File: config.mk
export PLATFORM = sky130hd
export DESIGN_NAME = fastalu_lane0
export DESIGN_NICKNAME = d
export VERILOG_FILES = /design/src/rtl/fastalu_pkg.sv /design/src/rtl/fastalu_qualify.sv /design/src/rtl/fastalu_word_adder.sv /design/src/rtl/fastalu_logic.sv /design/src/rtl/fastalu_lane0.sv
export SDC_FILE = /design/constraint.sdc
export NUM_CORES = 1
export LEC_CHECK = 0
export BUFFER_PORTS_ARGS = -buffer_cell sky130_fd_sc_hd__buf_2
export CAP_MARGIN = 20
export CORE_AREA = 2 2 139 141
export CTS_CLUSTER_SIZE = 12
export DETAILED_ROUTE_END_ITERATION = 10
export DIE_AREA = 0 0 141 143
export PLACE_DENSITY = 0.66
export SETUP_SLACK_MARGIN = 0.02
export SYNTH_ARGS = -nofsm -noshare
export SYNTH_HDL_FRONTEND = slang
export SYNTH_SLANG_ARGS = --single-unit
File: constraint.sdc
create_clock -name clk -period 3.7 [get_ports clk]
set_input_delay 0.37 -clock clk [delete_from_list [all_inputs] [get_ports clk]]
set_output_delay 0.37 -clock clk [all_outputs]
set_load 0.02 [all_outputs]
File: src/rtl/fastalu_pkg.sv
package fastalu_pkg;

  typedef enum logic [3:0] {
    OP_ADD64  = 4'd0,
    OP_SUB64  = 4'd1,
    OP_ADDW_S = 4'd2,
    OP_SUBW_S = 4'd3,
    OP_ADDW_U = 4'd4,
    OP_SUBW_U = 4'd5,
    OP_AND    = 4'd6,
    OP_OR     = 4'd7,
    OP_XOR    = 4'd8
  } fast_op_e;

  typedef enum logic [2:0] {
    SEL_SEXT = 3'd0,
    SEL_ZEXT = 3'd1,
    SEL_AND  = 3'd2,
    SEL_OR   = 3'd3,
    SEL_XOR  = 3'd4
  } res_sel_e;

endpackage

File: src/rtl/fastalu_qualify.sv
module fastalu_qualify
  import fastalu_pkg::*;
#(
  parameter int DATA_W    = 64,
  parameter int SAFE_BITS = 30
) (
  input  logic [3:0]        op,
  input  logic [DATA_W-1:0] a,
  input  logic [DATA_W-1:0] b,
  output logic              qual,
  output logic              sub,
  output res_sel_e          sel
);
  localparam int HI_W = DATA_W - SAFE_BITS;

  logic [HI_W-1:0] a_hi, b_hi;
  logic            a_small, b_small;

  assign a_hi    = a[DATA_W-1:SAFE_BITS];
  assign b_hi    = b[DATA_W-1:SAFE_BITS];
  assign a_small = (&a_hi) | ~(|a_hi);
  assign b_small = (&b_hi) | ~(|b_hi);

  always_comb begin
    qual = 1'b0;
    sub  = 1'b0;
    sel  = SEL_SEXT;
    case (op)
      OP_ADD64:  begin qual = a_small & b_small; end
      OP_SUB64:  begin qual = a_small & b_small; sub = 1'b1; end
      OP_ADDW_S: begin qual = 1'b1; end
      OP_SUBW_S: begin qual = 1'b1; sub = 1'b1; end
      OP_ADDW_U: begin qual = 1'b1; sel = SEL_ZEXT; end
      OP_SUBW_U: begin qual = 1'b1; sub = 1'b1; sel = SEL_ZEXT; end
      OP_AND:    begin qual = 1'b1; sel = SEL_AND; end
      OP_OR:     begin qual = 1'b1; sel = SEL_OR; end
      OP_XOR:    begin qual = 1'b1; sel = SEL_XOR; end
      default:   begin qual = 1'b0; end
    endcase
  end
endmodule

File: src/rtl/fastalu_word_adder.sv
module fastalu_word_adder #(
  parameter int WORD_W = 32
) (
  input  logic [WORD_W-1:0] a,
  input  logic [WORD_W-1:0] b,
  input  logic              sub,
  output logic [WORD_W-1:0] sum
);
  logic [WORD_W-1:0] b_eff;
  logic [WORD_W:0]   raw;

  assign b_eff = sub ? ~b : b;
  assign raw   = {1'b0, a} + {1'b0, b_eff} + {{WORD_W{1'b0}}, sub};
  assign sum   = raw[WORD_W-1:0];
endmodule

File: src/rtl/fastalu_logic.sv
module fastalu_logic #(
  parameter int DATA_W = 64
) (
  input  logic [DATA_W-1:0] a,
  input  logic [DATA_W-1:0] b,
  output logic [DATA_W-1:0] y_and,
  output logic [DATA_W-1:0] y_or,
  output logic [DATA_W-1:0] y_xor
);
  for (genvar i = 0; i < DATA_W; i++) begin : g_bit
    assign y_and[i] = a[i] & b[i];
    assign y_or[i]  = a[i] | b[i];
    assign y_xor[i] = a[i] ^ b[i];
  end
endmodule

File: src/rtl/fastalu_lane0.sv
module fastalu_lane0
  import fastalu_pkg::*;
#(
  parameter int DATA_W    = 64,
  parameter int WORD_W    = 32,
  parameter int SAFE_BITS = 30
) (
  input  logic              clk,
  input  logic              rst_n,
  input  logic              lane_vld,
  input  logic [3:0]        lane_op,
  input  logic [DATA_W-1:0] lane_a,
  input  logic [DATA_W-1:0] lane_b,
  output logic              fast_vld,
  output logic [DATA_W-1:0] fast_res
);
  localparam int EXT_W = DATA_W - WORD_W;

  // reset: asynchronous assert, synchronous release
  logic [1:0] rst_pipe;
  logic       rst_sync_n;

  always_ff @(posedge clk or negedge rst_n) begin
    if (!rst_n) rst_pipe <= 2'b00;
    else        rst_pipe <= {rst_pipe[0], 1'b1};
  end
  assign rst_sync_n = rst_pipe[1];

  logic              qual, sub;
  res_sel_e          sel;
  logic [WORD_W-1:0] wsum;
  logic [DATA_W-1:0] y_and, y_or, y_xor;

  fastalu_qualify #(.DATA_W(DATA_W), .SAFE_BITS(SAFE_BITS)) u_qual (
    .op(lane_op), .a(lane_a), .b(lane_b), .qual(qual), .sub(sub), .sel(sel)
  );

  fastalu_word_adder #(.WORD_W(WORD_W)) u_add (
    .a(lane_a[WORD_W-1:0]), .b(lane_b[WORD_W-1:0]), .sub(sub), .sum(wsum)
  );

  fastalu_logic #(.DATA_W(DATA_W)) u_logic (
    .a(lane_a), .b(lane_b), .y_and(y_and), .y_or(y_or), .y_xor(y_xor)
  );

  // next-state
  logic              vld_nxt, res_en;
  logic [DATA_W-1:0] res_nxt;

  always_comb begin
    vld_nxt = lane_vld & qual;
    res_en  = vld_nxt;
    case (sel)
      SEL_ZEXT: res_nxt = {{EXT_W{1'b0}}, wsum};
      SEL_AND:  res_nxt = y_and;
      SEL_OR:   res_nxt = y_or;
      SEL_XOR:  res_nxt = y_xor;
      default:  res_nxt = {{EXT_W{wsum[WORD_W-1]}}, wsum};
    endcase
  end

  // registers
  always_ff @(posedge clk or negedge rst_sync_n) begin
    if (!rst_sync_n) begin
      fast_vld <= 1'b0;
      fast_res <= '0;
    end else begin
      fast_vld <= vld_nxt;
      if (res_en) fast_res <= res_nxt;
    end
  end

  // assertions
  AST_WORD_SEXT_OK: assert property (@(posedge clk) disable iff (!rst_sync_n)
    (lane_vld && (lane_op == OP_ADDW_S || lane_op == OP_SUBW_S)) |=>
      (fast_vld && fast_res[DATA_W-1:WORD_W] == {EXT_W{fast_res[WORD_W-1]}}));
  AST_WORD_ZEXT_OK: assert property (@(posedge clk) disable iff (!rst_sync_n)
    (lane_vld && (lane_op == OP_ADDW_U || lane_op == OP_SUBW_U)) |=>
      (fast_vld && fast_res[DATA_W-1:WORD_W] == '0));
  AST_WIDE_DECLINE: assert property (@(posedge clk) disable iff (!rst_sync_n)
    (lane_vld && (lane_op == OP_ADD64 || lane_op == OP_SUB64) &&
     ($signed(lane_a) > $signed(64'sd1073741823) || $signed(lane_a) < -$signed(64'sd1073741824) ||
      $signed(lane_b) > $signed(64'sd1073741823) || $signed(lane_b) < -$signed(64'sd1073741824)))
      |=> !fast_vld);
  AST_LOGIC_OK: assert property (@(posedge clk) disable iff (!rst_sync_n)
    (lane_vld && (lane_op == OP_AND || lane_op == OP_OR || lane_op == OP_XOR)) |=> fast_vld);
  AST_OTHER_OP: assert property (@(posedge clk) disable iff (!rst_sync_n)
    (lane_vld && lane_op > 4'd8) |=> !fast_vld);
  AST_IDLE_LANE: assert property (@(posedge clk) disable iff (!rst_sync_n)
    !lane_vld |=> !fast_vld);
  AST_RES_HOLD: assert property (@(posedge clk) disable iff (!rst_sync_n)
    !(lane_vld && qual) |=> $stable(fast_res));
endmodule

# Word level (Yosys, flattened, before mapping)
# Cells that the tools add are included.
# Widths: inputs -> output; s select.
# op_classes
addsub,2
n_eq_ne,12
mux,5
bitwise_logic,199
n_reduce_logical,9
# op_table
cell,count
$pmux 64 s4,1
$reduce_and 34->1,2
$reduce_or 34->1,2
$and 1x1->1,66
$or 1x1->1,66
$xor 1x1->1,64
$add 32x1->32,1
$add 32x32->32,1
$mux 32,1
$not 32->32,1
$eq 4x3->1 const B,4
$pmux 3 s4,1
$eq 4x2->1 const B,2
$reduce_or 7->1,1
$eq 3x2->1 const B,2
$eq 4x1->1 const B,1
$eq 4x4->1 const B,1
$logic_not 4->1,1
$reduce_or 2->1,2
$eq 3x1->1 const B,1
$eq 3x3->1 const B,1
$reduce_or 3->1,1
$not 1->1,2
$pmux 1 s2,1
$mux 1,1
# totals
ff_bits,67
inputBits,135
word_cells,230

# Logic depth before layout (Yosys ltp)
# depth
ltp_word,7
depth_mapped,17
mapped_depth_nobuf,14

# Cells and area by module
# A second synthesis with hierarchy kept.
# hier_totals
cells_unflattened,1030
hier_area_um2,8678.3
# by_module_without_submodules
module,n_inst,cells_each,area_per_inst_um2,seq_area_each_um2
fastalu_lane0,1,371,3936.3,1676.6
fastalu_logic,1,320,2322.2,0.0
fastalu_word_adder,1,276,2058.2,0.0
fastalu_qualify,1,63,361.6,0.0

# Worst setup path after synthesis
# OpenSTA, ideal clock, no wires.
# synth_timing
path_type,in2reg
from,input port lane_op[0]
to,register fast_res[30]
t_arrival_ps,3679
required_time_ps,3563
path_slack_ps,-116
stages,15
n_path_buf,2
cell_sequence,buf_2 nand2b_1 a21oi_1 clkbuf_1 xnor2_1 ha_1 a21o_1 a21o_1 or4_4 a211o_1 o21ai_2 o31ai_1 xor2_1 a221oi_2 a21oi_1
# synth_via
elab_chain_cells,7
elab_cells_between_ends,25
# synth_lines
item,line_no,rtl
start: declaration,fastalu_lane0.sv:11,"input logic [3:0] lane_op,"
"$eq 4x1->1, or another cell as far along",fastalu_qualify.sv:28,case (op)
$reduce_or 3->1 (no line),-,
$mux 1,fastalu_qualify.sv:28,
$mux 32,fastalu_word_adder.sv:12,assign b_eff = sub ? ~b : b;
$add 32x32->32,fastalu_word_adder.sv:13,"assign raw = {1'b0, a} + {1'b0, b_eff} + {{WORD_W{1'b0}}, sub};"
$add 32x1->32,fastalu_word_adder.sv:13,
$pmux 64 s4,fastalu_lane0.sv:53,case (sel)
end signal: assignment,fastalu_lane0.sv:69,if (res_en) fast_res <= res_nxt;
end: declaration,fastalu_lane0.sv:15,output logic [DATA_W-1:0] fast_res
# Parallel ways exist; a longest one is shown, timed or not.
# A chain may end at the register's enable or synchronous reset.

# Worst setup path after layout
# layout_timing
from,input port lane_op[3]
to,register fast_res[30]
# The elaborated chain is that of the path after synthesis.

==> results by group <==
Hold path
  – Min-delay worst type: input port to async pin

Detailed routing
  – Total wire length: between 20000 and 25000 um
  – Via count: about 8200
  – DRC Markers: 0
  – First-pass detailed-route iteration total: 6
  – 1st-iter DRT viols: 435
  – Drt via density: approximately 5.5
  – Post-DRT Antenna Nets: 0
  – DR WL/cell: about 17 um

STA
  – Final Hold Vio Count: 0
  – Setup ws final: around 0.36 ns
  – Final setup viols: 0
  – Worst slew margin: 0.3695
  – Worst-Margin Slew: between 0.9 and 1 ns
  – TNS Setup: 0 ns
  – RSZ-0062 raised after global routing: no
  – Clock skew: 0.007300 ns
  – Min cycle time layout: around 3.3 ns
  – Max frequency: 0.2995 GHz
  – Final Cycle Share: 0.9023
  – Max Slew Vio Count: 0

Global route
  – Initial antenna violation count: 1
  – Pin count of the biggest net entering global routing: 77
  – Overflow after GRT: 0
  – First-pass GRT wire length: 40030 um
  – Vias in the first global route: slightly below 8000
  – Overall global routing resource usage: 0.2471

Logic synthesis
  – Seq cells post-synth: 67
  – Adder-Cell Fraction of Synth Area: 0.2476
  – Synth Warn #: 0
  – Most used flip-flop cell after synthesis: dfrtp_1
  – XOR/XNOR Fraction of Synth Area: 0.06038
  – Synth Area in Compound Gates: 0.2261
  – Share of synthesized registers carrying an async set or reset: 1.000
  – Avg Cell Area, Syn: between 7 and 8 um2
  – Number of synthesized flops with an enable pin: 0
  – Post-synthesis mux area share: 0.02315
  – Synthesized instance count: between 1000 and 1500
  – Synth Cell Area: between 8000 and 9000 um2
  – Netlist cell types: between 50 and 60
  – Mapped Nets: between 1000 and 1500
  – Largest family of logic cells by synthesized area: adder cells
  – Post-Synth Simple-Gate Area: 0.1462
  – Seq/Total Area, Yosys: 0.2028

Power and ir drop
  – Clock share of power: 0.251
  – Power density cells: about 370 nW/um2
  – Sw Pwr: 1532 uW
  – Comb power frac: 0.472
  – Leakage Power: roughly 0.0050 uW
  – Int Pwr: ~2200 uW
  – Sw Share: 0.4146
  – Reg power frac: 0.277
  – Peak supply drop: 0.0002249 V

Clock network
  – Clock Tree Buf Depth: 2
  – Clk sinks: 67
  – CTS clock-pin slew for the worst setup and hold paths: 0.06 ns
  – Num CTS Buffers: 9
  – # resized after CTS: 0
  – Clk_lat worst skew: 0.35 ns
  – CTS root buf: clkbuf_16
  – H-tree depth: 3
  – CTS tree: done
  – Post-CTS Setup Bufs: 0

Floorplanning
  – DIE AREA: ~20000 um2
  – Core area: ~19000 um2
  – Top-Level Pins: 200
  – Die Wd: between 100 and 150 um
  – Chip height: 143 um
  – Starting density of the core: 0.4450
  – Row cnt: 50

Setup path
  – CP delay by family, top: compound AO/OA/AOI/OAI gates
  – WP data arrival: 3.55 ns
  – Most used cell, CP: a21o_1
  – CP max-delay cell: or4_4
  – Worst Path Required: between 3 and 4 ns
  – CP Launch Type: input port
  – Slowest Stage Delay on Critical Path: 0.51 ns
  – Kind of critical path: input port to flip-flop
  – Worst path bufs/invs: 2
  – Critical-path cell list: buf_2 > nand2b_1 > a21oi_4 > buf_12 > xnor2_1 > ha_1 > a21o_1 > a21o_1 > or4_4 > a211o_1 > o21ai_2 > o31ai_1 > xor2_1 > a221oi_2 > a21oi_1
  – CP Max Fanout: 18
  – Crit. End Element: flip-flop

Placement
  – Placer Congestion: between 0.9 and 1
  – DP HPWL: between 15000 and 20000 um
  – IO Port Bufs: 199
  – Pre-CTS setup slack: between 0.08 and 0.09 ns

Cells and area
  – Area of the multi-input gates: around 5800 um2
  – FF+latch area: approximately 1700 um2
  – Filler Cell Count: between 1500 and 2000
  – Share of cells above drive strength 1: 0.2042
  – Layout area overhead: 20.23%
  – Final nets: around 1500

Status
  – Status: completed

Flow run
  – Maxcap violations: 0
-- power groups by stage --
stage | registers (uW) | logic (uW) | clock network, uW
CTS | 1030 | 1750 | 945
global route | 1050 | 1930 | 976
finish | 1030 | 1740 | 926
floorplan | 1260 | 904 | 0
global placement | 1040 | 1720 | 0
detailed placement | 1040 | 1740 | 0
-- routing by layer --
metal	GRT usage	vias to the layer above	share of wire
li1	-	4098	-
met1	0.3241	3815	0.46
met2	0.4121	241	0.46
met3	0.04091	29	0.061
met4	0.08895	0	0.021
met5	0	-	0
-- logic make-up (layout without fill, tap and decap cells) --
family,count (synthesis),count (layout)
AOI/OAI and AO/OA,284,284
xor gates and xnor gates,57,57
adders and majority gates,163,163
buffers and inverters,204,392
DFF,67,67
muxes,19,19
other,1,2
and+or+nand+nor,266,266
-- Yosys cell counts, drive strengths merged, types with 24 or more instances --
master,count,area share
nand4,24,0.018
o21ai,24,0.015
nand2,34,0.015
xnor2,47,0.050
a21oi,93,0.057
a221oi,26,0.028
ha,162,0.25
a31oi,37,0.028
dfrtp,67,0.20
inv,151,0.069
clkbuf,39,0.018
a22oi,35,0.032
nor2,141,0.064
-- worst paths after layout --
| kind | to | depth (start not counted) | from | slack [ns] |
|---|---|---|---|---|
| max in group asynchronous | fast_res[5] | 0 | rst_pipe[1] | 2.62 |
| min reg2reg | rst_pipe[1] | 0 | rst_pipe[0] | 0.35 |
| min | rst_pipe[1] | 2 | rst_n | 0.34 |
| min in group clk | rst_pipe[1] | 0 | rst_pipe[0] | 0.35 |
| max reg2reg | fast_res[5] | 0 | rst_pipe[1] | 2.62 |
| max | fast_res[30] | 15 | lane_op[3] | 0.36 |
-- registers in the layout, summed over array words and instances, names as in the netlist --
name      count
rst_pipe      2
fast_res     64
fast_vld      1
-- final cells by class --
| type | instances | share of cell area |
|---|---|---|
| Sequential cell | 67 | 0.1690 |
| Clock buffer | 13 | 0.02618 |
| Inverter | 151 | 0.05702 |
| Multi-Input combinational cell | 790 | 0.5884 |
| Tap cell | 234 | 0.02945 |
| Antenna cell | 1 | 0.0002517 |
| Clock inverter | 2 | 0.003524 |
| Timing Repair Buffer | 226 | 0.1261 |
-- cells in the final DEF, fill, tap and decap left out, drive strengths merged, types with 4 or more instances in the layout --
cell    instances
nor4           19
buf           225
nand3          11
xor2           10
o31ai           6
o21a            9
inv           151
ha            162
nand2          34
a21o           14
clkbuf         13
a21oi          93
mux2i          18
nor2          141
a31oi          37
o211ai          4
xnor2          47
o21ai          24
a221oi         26
a211oi         18
nor3           15
dfrtp          67
nand2b          7
nand4          24
a22oi          35
-- per-stage QoR --
step	cells	utilization	area (um2)	total power [uW]	hold WS, ns
after floorplan	1061	-	8270	2168	0.07441
after global placement	1467	0.5185	9633	2754	0.1551
after detailed placement	1467	0.5185	9633	2777	0.1551
after CTS	1483	0.5349	9938	3723	0.3246
after global routing	1484	0.5350	9941	3958	0.3376
final	1484	0.5350	9941	3696	0.3378
-- repair_timing --
item,4_1_cts,5_1_grt
hold buffers,1,0
setup endpoints to repair,0,0
hold endpoints to repair,2,0
No activity file was read; power rests on OpenSTA's default activity.
